$ cat src/rtl/mod6_pkg.sv
package mod6_pkg;
    localparam int CNT_W     = 3;
    localparam int LAST_CODE = 5;

    typedef enum logic [CNT_W-1:0] {
        ST_C0 = 3'd0,
        ST_C1 = 3'd1,
        ST_C2 = 3'd2,
        ST_C3 = 3'd3,
        ST_C4 = 3'd4,
        ST_C5 = 3'd5,
        ST_X6 = 3'd6,
        ST_X7 = 3'd7
    } cnt_state_e;
endpackage

$ cat src/rtl/mod6_next_state.sv
module mod6_next_state
    import mod6_pkg::*;
(
    input  logic [CNT_W-1:0] cur_i,
    output logic [CNT_W-1:0] nxt_o
);
    cnt_state_e cur;
    cnt_state_e nxt;

    assign cur = cnt_state_e'(cur_i);

    always_comb begin
        unique case (cur)
            ST_C0:   nxt = ST_C1;   // step
            ST_C1:   nxt = ST_C2;   // step
            ST_C2:   nxt = ST_C3;   // step
            ST_C3:   nxt = ST_C4;   // step
            ST_C4:   nxt = ST_C5;   // step
            ST_C5:   nxt = ST_C0;   // wrap
            ST_X6:   nxt = ST_C0;   // recovery
            ST_X7:   nxt = ST_C0;   // recovery
            default: nxt = ST_C0;
        endcase
    end

    assign nxt_o = nxt;

    always_comb begin
        if (cur_i == 3'd6 || cur_i == 3'd7) begin
            AST_UNUSED_RECOVER: assert (nxt_o == 3'd0);
        end
        AST_LEGAL_NEXT: assert (nxt_o <= 3'(LAST_CODE));
    end
endmodule

$ cat src/rtl/mod6_state_reg.sv
module mod6_state_reg #(
    parameter int WIDTH = 3
) (
    input  logic             clk_i,
    input  logic             rst_i,
    input  logic [WIDTH-1:0] d_i,
    output logic [WIDTH-1:0] q_o
);
    for (genvar b = 0; b < WIDTH; b++) begin : g_dbit
        always_ff @(posedge clk_i) begin
            if (rst_i) begin
                q_o[b] <= 1'b0;
            end else begin
                q_o[b] <= d_i[b];
            end
        end
    end
endmodule

$ cat src/rtl/mod6_counter.sv
module mod6_counter
    import mod6_pkg::*;
(
    input  logic             clk_i,
    input  logic             rst_i,
    output logic [CNT_W-1:0] count_o,
    output logic             term_o
);
    logic [CNT_W-1:0] state_q;
    logic [CNT_W-1:0] state_d;

    mod6_next_state u_next (
        .cur_i (state_q),
        .nxt_o (state_d)
    );

    mod6_state_reg #(.WIDTH(CNT_W)) u_reg (
        .clk_i (clk_i),
        .rst_i (rst_i),
        .d_i   (state_d),
        .q_o   (state_q)
    );

    always_comb begin
        count_o = state_q;
        term_o  = (state_q == CNT_W'(LAST_CODE));
    end

    AST_STEP_UP:    assert property (@(posedge clk_i) disable iff (rst_i)
                        (count_o < 3'd5) |=> (count_o == $past(count_o) + 3'd1));
    AST_WRAP_ZERO:  assert property (@(posedge clk_i) disable iff (rst_i)
                        (count_o == 3'd5) |=> (count_o == 3'd0));
    AST_CODE7_OUT:  assert property (@(posedge clk_i) disable iff (rst_i)
                        (count_o == 3'd7) |=> (count_o == 3'd0));
    AST_RESET_WINS: assert property (@(posedge clk_i)
                        rst_i |=> (count_o == 3'd0));
    AST_TERM_FLAG:  assert property (@(posedge clk_i) disable iff (rst_i)
                        term_o |-> (count_o == 3'd5));
endmodule

$ cat config.mk
export PLATFORM = sky130hd
export DESIGN_NAME = mod6_counter
export DESIGN_NICKNAME = d
export VERILOG_FILES = /design/src/rtl/mod6_pkg.sv /design/src/rtl/mod6_next_state.sv /design/src/rtl/mod6_state_reg.sv /design/src/rtl/mod6_counter.sv
export SDC_FILE = /design/constraint.sdc
export NUM_CORES = 1
export LEC_CHECK = 0
export BUFFER_PORTS_ARGS = -buffer_cell sky130_fd_sc_hd__buf_2
export CORE_AREA = 2 2 39 41
export DETAILED_ROUTE_END_ITERATION = 7
export DIE_AREA = 0 0 41 43
export GPL_TIMING_DRIVEN = 0
export SETUP_SLACK_MARGIN = 0.2
export SYNTH_ARGS = -nofsm -noshare
export SYNTH_HDL_FRONTEND = slang
export SYNTH_SLANG_ARGS = --single-unit
$ cat constraint.sdc
create_clock -name clk_i -period 0.95 [get_ports clk_i]
set_input_delay 0.19 -clock clk_i [delete_from_list [all_inputs] [get_ports clk_i]]
set_output_delay 0.19 -clock clk_i [all_outputs]
set_load 0.005 [all_outputs]
Word level (Yosys, flattened, before mapping)
Memories as Yosys holds them, arrays and structs flattened. A register that Yosys moved wholly into a read port is not among the register bits.
Index checks and enable logic that the tools add are counted.
Widths: inputs -> output; s select.
{"block": "totals", "ff_bits": 0, "rom_bits": 24, "out_inout_bits": 4, "word_cells": 2, "memories": 1}
{"block": "op_classes", "n_eq_ne": 1}
{"memory": "(no name shown)", "words": 8, "width": 3, "read_ports": 1, "rd_ports_with_merged_regs": 1, "wr": 0, "line_no": "mod6_next_state.sv:13", "text": "unique case (cur)"}
{"cell": "$eq 3x3->1 const B", "n": 1}

Logic depth before layout (Yosys ltp)
Gate-level depths: netlist (run 1).
{"block": "logic_depth", "depth_word": 1, "depth_mapped": 4}

By module
A second synthesis (run 1) with hierarchy kept.
{"block": "hier_totals", "hier_cells": 14, "hier_area_um2": 151.4}
{"module": "mod6_state_reg", "instances": 1, "cells_each": 6, "area_each_um2": 78.8}
{"module": "mod6_next_state", "instances": 1, "cells_each": 7, "area_each_um2": 63.8}
{"module": "mod6_counter", "instances": 1, "cells_each": 1, "area_each_um2": 8.8}

Least setup slack after synthesis (run 1)
OpenSTA, ideal clock, no wires.
{"block": "synth_timing", "path_type": "reg2reg", "startpoint": "register u_reg.q_o[0]", "endpoint": "register u_reg.q_o[1]", "setup_ns": 0.120, "arrival_time_ns": 0.817, "path_slack_ns": 0.013, "path_stages_with_launch": 4, "n_path_buf": 0, "synth_period_minus_slack_ns": 0.937, "path_cell_list": "dfxtp_1 > inv_1 > ha_1 > nor3b_1"}
{"element": "start, declared", "line_no": "mod6_state_reg.sv:7", "text": "output logic [WIDTH-1:0] q_o"}

Final worst setup path (run 1)
{"block": "layout_timing", "startpoint": "register u_reg.q_o[1]", "endpoint": "output port term_o"}
{"block": "layout_between", "elab_chain_len": 1}
{"element": "$eq 3x3->1", "line_no": "mod6_counter.sv:26", "text": "term_o = (state_q == CNT_W'(LAST_CODE));"}
{"element": "end, declared", "line_no": "mod6_counter.sv:7", "text": "output logic term_o"}
Every way passes these cells.

==> flow_metrics.py, run 1 <==
metrics = {
    "status": {
        "outcome": "finished, violations left",
        "violations": "negative setup slack",
    },
    "detailed_routing": {
        "drc": 0,
        "ant_nets": 0,
        "drtIter0Drc": 0,
        "routedWlPerCell_um": 9.083,
        "dr.pass1.iters": 1,
        "vias_per_cell": 3.313,
        "vias": 159,
        "drt-total-wl_um": 436,
    },
    "placement": {
        "gp_congestion": 0.5580,
        "io_buffer_count": 5,
        "dp_hpwl_um": 230.6,
        "dpl_cell_area_um2": 210.2,
        "placed_cells": 36,
    },
    "yosys": {
        "yosysTopAreaCellShare": 0.4000,
        "syn_area_per_cell_um2": 10.01,
        "yosysWarnings": 0,
        "synth_flop_cell": "dfxtp_1",
        "synth_cells": 15,
        "synth_common_cells": "dfxtp_1 (3), ha_1 (3), inv_1 (2)",
        "synth_edf_count": 0,
        "synth.distinct_cells": 10,
        "synth_area_leaders": "dfxtp_1 (40%), ha_1 (25%), a21oi_2 (5.8%)",
        "async_reset_ff_frac": 0,
        "yosysTopAreaCell": "dfxtp_1",
        "yosysSeqAreaShare": 0.4000,
        "syn_area_um2": 150.1,
        "synth_nets": 20,
        "synth-seq-cells": 3,
    },
    "cts": {
        "clk_latency_ps": 230,
        "cts-root-buf": "clkbuf_4",
        "cts_tree": "built",
        "cts_buffers": 3,
        "cts_max_level": 1,
        "cts.sinks": 3,
        "clk_path_buf_depth": 2,
        "clk_pin_slew_ps": 30,
    },
    "pwr": {
        "powerDensity_nw_per_um2": 1578,
        "irDropWorstVdd_mv": 0.4055,
        "leakagePower_nw": 0.1688,
    },
    "layout": {
        "top_regs": "u_reg.q_o x3",
        "multiInputGateArea_um2": 125.1,
        "n_antenna_cell": 0,
        "largest_register_ffs": 3,
        "design_area_um2": 372.9,
        "top_register": "u_reg.q_o",
        "final_net_count": 38,
        "syn_to_final_growth_pct": 148.3,
        "layout-drive-gt1-share": 0.8750,
        "stdcell_count": 48,
        "regArea_um2": 68.82,
        "fin_util": 0.2694,
        "fillers": 148,
    },
    "timing": {
        "relSlewSlack": 0.9266,
        "finalSetupViolations": 7,
        "period_needed_ps": 1161,
        "hold_slack_ps": 169.0,
        "fmax_mhz": 861.4,
        "tightest_slew_ps": 109.7,
        "hold_viol_final": 0,
        "layout_worst_path_cycle_share": 1.222,
        "rsz0062_at_grt": "yes",
        "finClkSkew_ps": 0.5131,
        "fin_ws_ps": -210.9,
        "slew_viol_final": 0,
    },
    "run": {
        "maxCapViolations": 0,
    },
    "global_route": {
        "grt_usage": 0.05912,
        "overflow": 0,
        "grt_max_degree": 5,
        "grt_pass1_vias": 175,
        "antenna_found_initial": 0,
        "grt_pass1_wl_um": 607,
    },
    "floorplan": {
        "core_um2": 1384,
        "boundaryPins": 6,
        "die_y_um": 43,
        "chipWidth_um": 41,
        "die_area_um2": 1763,
        "placementRows": 14,
        "start_util": 0.1085,
    },
    "worst_setup_path": {
        "crit_chain": "inv_2 -> ha_4 -> and2_4 -> buf_6",
        "cp_data_required_time_ps": 760,
        "path_buf_inv": 2,
        "critPathMaxFanout": 2,
        "crit_slowest_cell": "dfxtp_2",
        "cp_top_family": "flip-flops",
        "slowest_delay_ps": 320,
        "crit_arrival_ps": 970,
        "cp-start-kind": "register",
        "crit_type": "reg2out",
        "crit_path_end_kind": "output pin",
    },
    "worst_hold_path": {
        "hp-class": "in2reg",
    },
}
==> cells in the final DEF (no fill, tap or decap) <==
cell      n
dfxtp_4   2
clkbuf_1  1
nor3b_2   1
nand2_4   1
nand2b_1  1
and2_4    1
or2_1     1
dfxtp_2   1
buf_6     8
a21oi_2   2
inv_2     2
clkbuf_4  3
buf_2     1
ha_4      2
ha_1      1
buf_4     4
==> per-layer routing <==
layer / wire [um] / GRT usage / vias to the layer above
met5: 0 / 0 / -
met2: 289 / 0.1031 / 4
met1: 122 / 0.03514 / 75
met4: 0 / 0.06000 / 0
met3: 24 / 0.03141 / 0
li1: - / - / 80
==> logic make-up (layout without fill, tap and decap cells) <==
kind of cell | after synthesis | in the layout | synth area share
AOI/OAI and AO/OA | 2 | 2 | 0.09165
adders and majority gates | 3 | 3 | 0.2500
DFF | 3 | 3 | 0.4000
and+or+nand+nor | 5 | 5 | 0.2084
buffers and inverters | 2 | 19 | 0.05002
==> path summary, 6_finish.rpt <==
check	slack, ps	depth (start not counted)	endpoint	start
max reg2reg	-210	6	u_reg.q_o[1]	u_reg.q_o[1]
max	-210	4	term_o	u_reg.q_o[1]
min reg2reg	560	2	u_reg.q_o[1]	u_reg.q_o[2]
min	170	2	u_reg.q_o[0]	rst_i
==> layout make-up <==
class | count | area share
multi-input cells | 10 | 0.3356
inverters | 2 | 0.02013
well taps | 16 | 0.05369
clock buffers | 4 | 0.07047
flip-flops and latches | 3 | 0.1846
repair buffers | 13 | 0.3356
==> power by group <==
group	leakage (nW)	internal, mW	switching [mW]
Clock	0.0150	0.157	0.0609
Sequential	0.0264	0.143	0.0132
Combinational	0.127	0.138	0.0763
Total	0.169	0.438	0.150
==> timing repair <==
action / CTS / global route
setup buffers: 6 / 2
setup endpoints to repair: 7 / 7
gates resized for setup: 14 / 1
hold endpoints to repair: 0 / 0
hold buffers: 0 / 0
pin swaps: 4 / 0
==> through the flow <==
| stage | TNS [ps] | setup WS [ps] | power, mW |
|---|---|---|---|
| 5_1_grt | -995.5 | -235.8 | 0.6265 |
| 6_report | -845.7 | -210.9 | 0.5882 |
| 4_1_cts | -697.7 | -210.5 | 0.5733 |
| 3_5_place_dp | -27.81 | -27.81 | 0.2366 |
| 3_3_place_gp | -22.17 | -22.17 | 0.2318 |
| 2_1_floorplan | 0 | 79.80 | 0.2067 |
(Power assumes the default switching activity.)
==> run 2: changes to the inputs <==
--- a/config.mk
+++ b/config.mk
@@ -10,6 +10,7 @@
 export DETAILED_ROUTE_END_ITERATION = 7
 export DIE_AREA = 0 0 41 43
 export GPL_TIMING_DRIVEN = 0
+export PLACE_DENSITY = 0.3
 export SETUP_SLACK_MARGIN = 0.2
 export SYNTH_ARGS = -nofsm -noshare
 export SYNTH_HDL_FRONTEND = slang
==> flow_metrics.py, run 2 (synthesized netlist as in run 1, its figures left out) <==
metrics = {
    "status": {
        "outcome": "finished, violations left",
        "violations": "negative setup slack",
    },
    "layout": {
        "top_register": "u_reg.q_o",
        "mostFrequentLayoutCells": "buf_6 (6), buf_4 (4), clkbuf_4 (3)",
        "final_net_count": 36,
        "final_common_cell": "buf_6",
        "syn_to_final_growth_pct": 138.3,
        "top_regs": "u_reg.q_o x3",
        "layout-drive-gt1-share": 0.9333,
        "n_antenna_cell": 0,
        "largest_register_ffs": 3,
        "fillers": 153,
    },
    "timing": {
        "period_needed_ps": 1158,
        "tightest_slew_ps": 108.2,
        "fmax_mhz": 863.9,
        "fin_ws_ps": -207.6,
        "hold_viol_final": 0,
        "slew_viol_final": 0,
        "layout_worst_path_cycle_share": 1.219,
        "hold_slack_ps": 160.9,
        "finalSetupTns_ps": -339.3,
        "finClkSkew_ps": 1.325,
        "rsz0062_at_grt": "yes",
        "finalSetupViolations": 5,
        "relSlewSlack": 0.9276,
    },
    "worst_setup_path": {
        "r2r-end": "u_reg.q_o[1]",
        "crit_path_end": "term_o",
        "crit_path_end_kind": "output pin",
        "crit_arrival_ps": 970,
        "crit_start": "u_reg.q_o[1]",
        "reg2reg_setup_slack_ps": -20,
        "cp_data_required_time_ps": 760,
        "worst_r2r_path_depth": 4,
        "critPathMaxFanout": 2,
        "reg2reg_from": "u_reg.q_o[1]",
        "cp-start-kind": "register",
        "crit_type": "reg2out",
    },
    "global_route": {
        "grt_usage": 0.05817,
        "antenna_found_initial": 0,
        "grt_max_degree": 5,
        "grt_pass1_wl_um": 607,
        "overflow": 0,
        "grt_pass1_vias": 154,
    },
    "detailed_routing": {
        "vias_per_cell": 3.478,
        "drc": 0,
        "drtIter0Drc": 5,
        "dr.pass1.iters": 2,
        "routedWlPerCell_um": 8.826,
        "vias": 160,
        "drt-total-wl_um": 406,
        "ant_nets": 0,
    },
    "cts": {
        "cts_tree": "built",
        "clk_pin_slew_ps": 40,
        "cts-root-buf": "clkbuf_4",
        "cts.sinks": 3,
        "cts_max_level": 1,
        "clk_latency_ps": 230,
        "cts_buffers": 3,
        "clk_path_buf_depth": 2,
        "cts_hold_buf": 0,
    },
    "floorplan": {
        "die_area_um2": 1763,
        "chipWidth_um": 41,
        "start_util": 0.1085,
        "boundaryPins": 6,
        "die_y_um": 43,
        "placementRows": 14,
        "core_um2": 1384,
    },
    "pwr": {
        "leakagePower_nw": 0.1559,
        "powerDensity_nw_per_um2": 1558,
        "irDropWorstVdd_mv": 0.4547,
    },
    "worst_hold_path": {
        "hp-start": "rst_i",
        "hp-class": "in2reg",
    },
    "run": {
        "maxCapViolations": 0,
    },
    "placement": {
        "io_buffer_count": 5,
        "gp_congestion": 0.6232,
    },
}
run 2: changes by cell type in the layout (fill, tap and decap cells not counted), sizes merged:
| cell | change |
|---|---|
| buf | -2 |
run 2: worst min path at each step:
stage,depth (start not counted),slack (ps),to
finish,2,160,u_reg.q_o[0]
global route,2,150,u_reg.q_o[0]
CTS,2,140,u_reg.q_o[0]
detailed placement,2,390,u_reg.q_o[0]
global placement,2,390,u_reg.q_o[0]
floorplan,1,250,u_reg.q_o[0]
run 2: through the flow:
step	std cells	utilization	setup WS, ps	total power, mW	area (um^2)
3_5_place_dp	36	0.1519	-37.38	0.2347	210.2
5_1_grt	46	0.2586	-243.4	0.6019	357.8
2_1_floorplan	15	-	79.80	0.2067	165.2
4_1_cts	44	0.2351	-218.0	0.5410	325.3
3_3_place_gp	36	0.1519	-24.17	0.2336	210.2
6_report	46	0.2586	-207.6	0.5577	357.8
run 2: repair_timing:
item,in CTS,in global routing
pin swaps,5,3
setup endpoints to repair,7,7
buffers inserted,4,2
resized for setup,11,5
run 2: layout make-up:
class | instances | area [um^2] | area share
clock buffers | 4 | 26.28 | 0.07343
repair buffers | 11 | 102.6 | 0.2867
well taps | 16 | 20.02 | 0.05594
flip-flops and latches | 3 | 68.82 | 0.1923
inverters | 2 | 10.01 | 0.02797
multi-input cells | 10 | 130.1 | 0.3636
run 2: report_power, final:
part / switching [mW] / leakage [nW] / internal [mW] / total, mW
Clock: 0.0639 / 0.0150 / 0.157 / 0.221
Combinational: 0.0679 / 0.115 / 0.112 / 0.180
Sequential: 0.0136 / 0.0264 / 0.143 / 0.157
Total: 0.145 / 0.156 / 0.412 / 0.558
run 2: layer usage:
| metal | global-route usage | share of wire | up-vias |
|---|---|---|---|
| li1 | - | - | 77 |
| met1 | 0.05769 | 0.40 | 77 |
| met2 | 0.07813 | 0.52 | 6 |
| met3 | 0.03141 | 0.071 | 0 |
| met4 | 0.06000 | 0 | 0 |
| met5 | 0 | 0 | - |
run 2: critical path, stage by stage, from the launching register on:
cell and delay, ps:
dfxtp_2 320, inv_2 50, ha_4 140, and2_4 130, buf_6 100
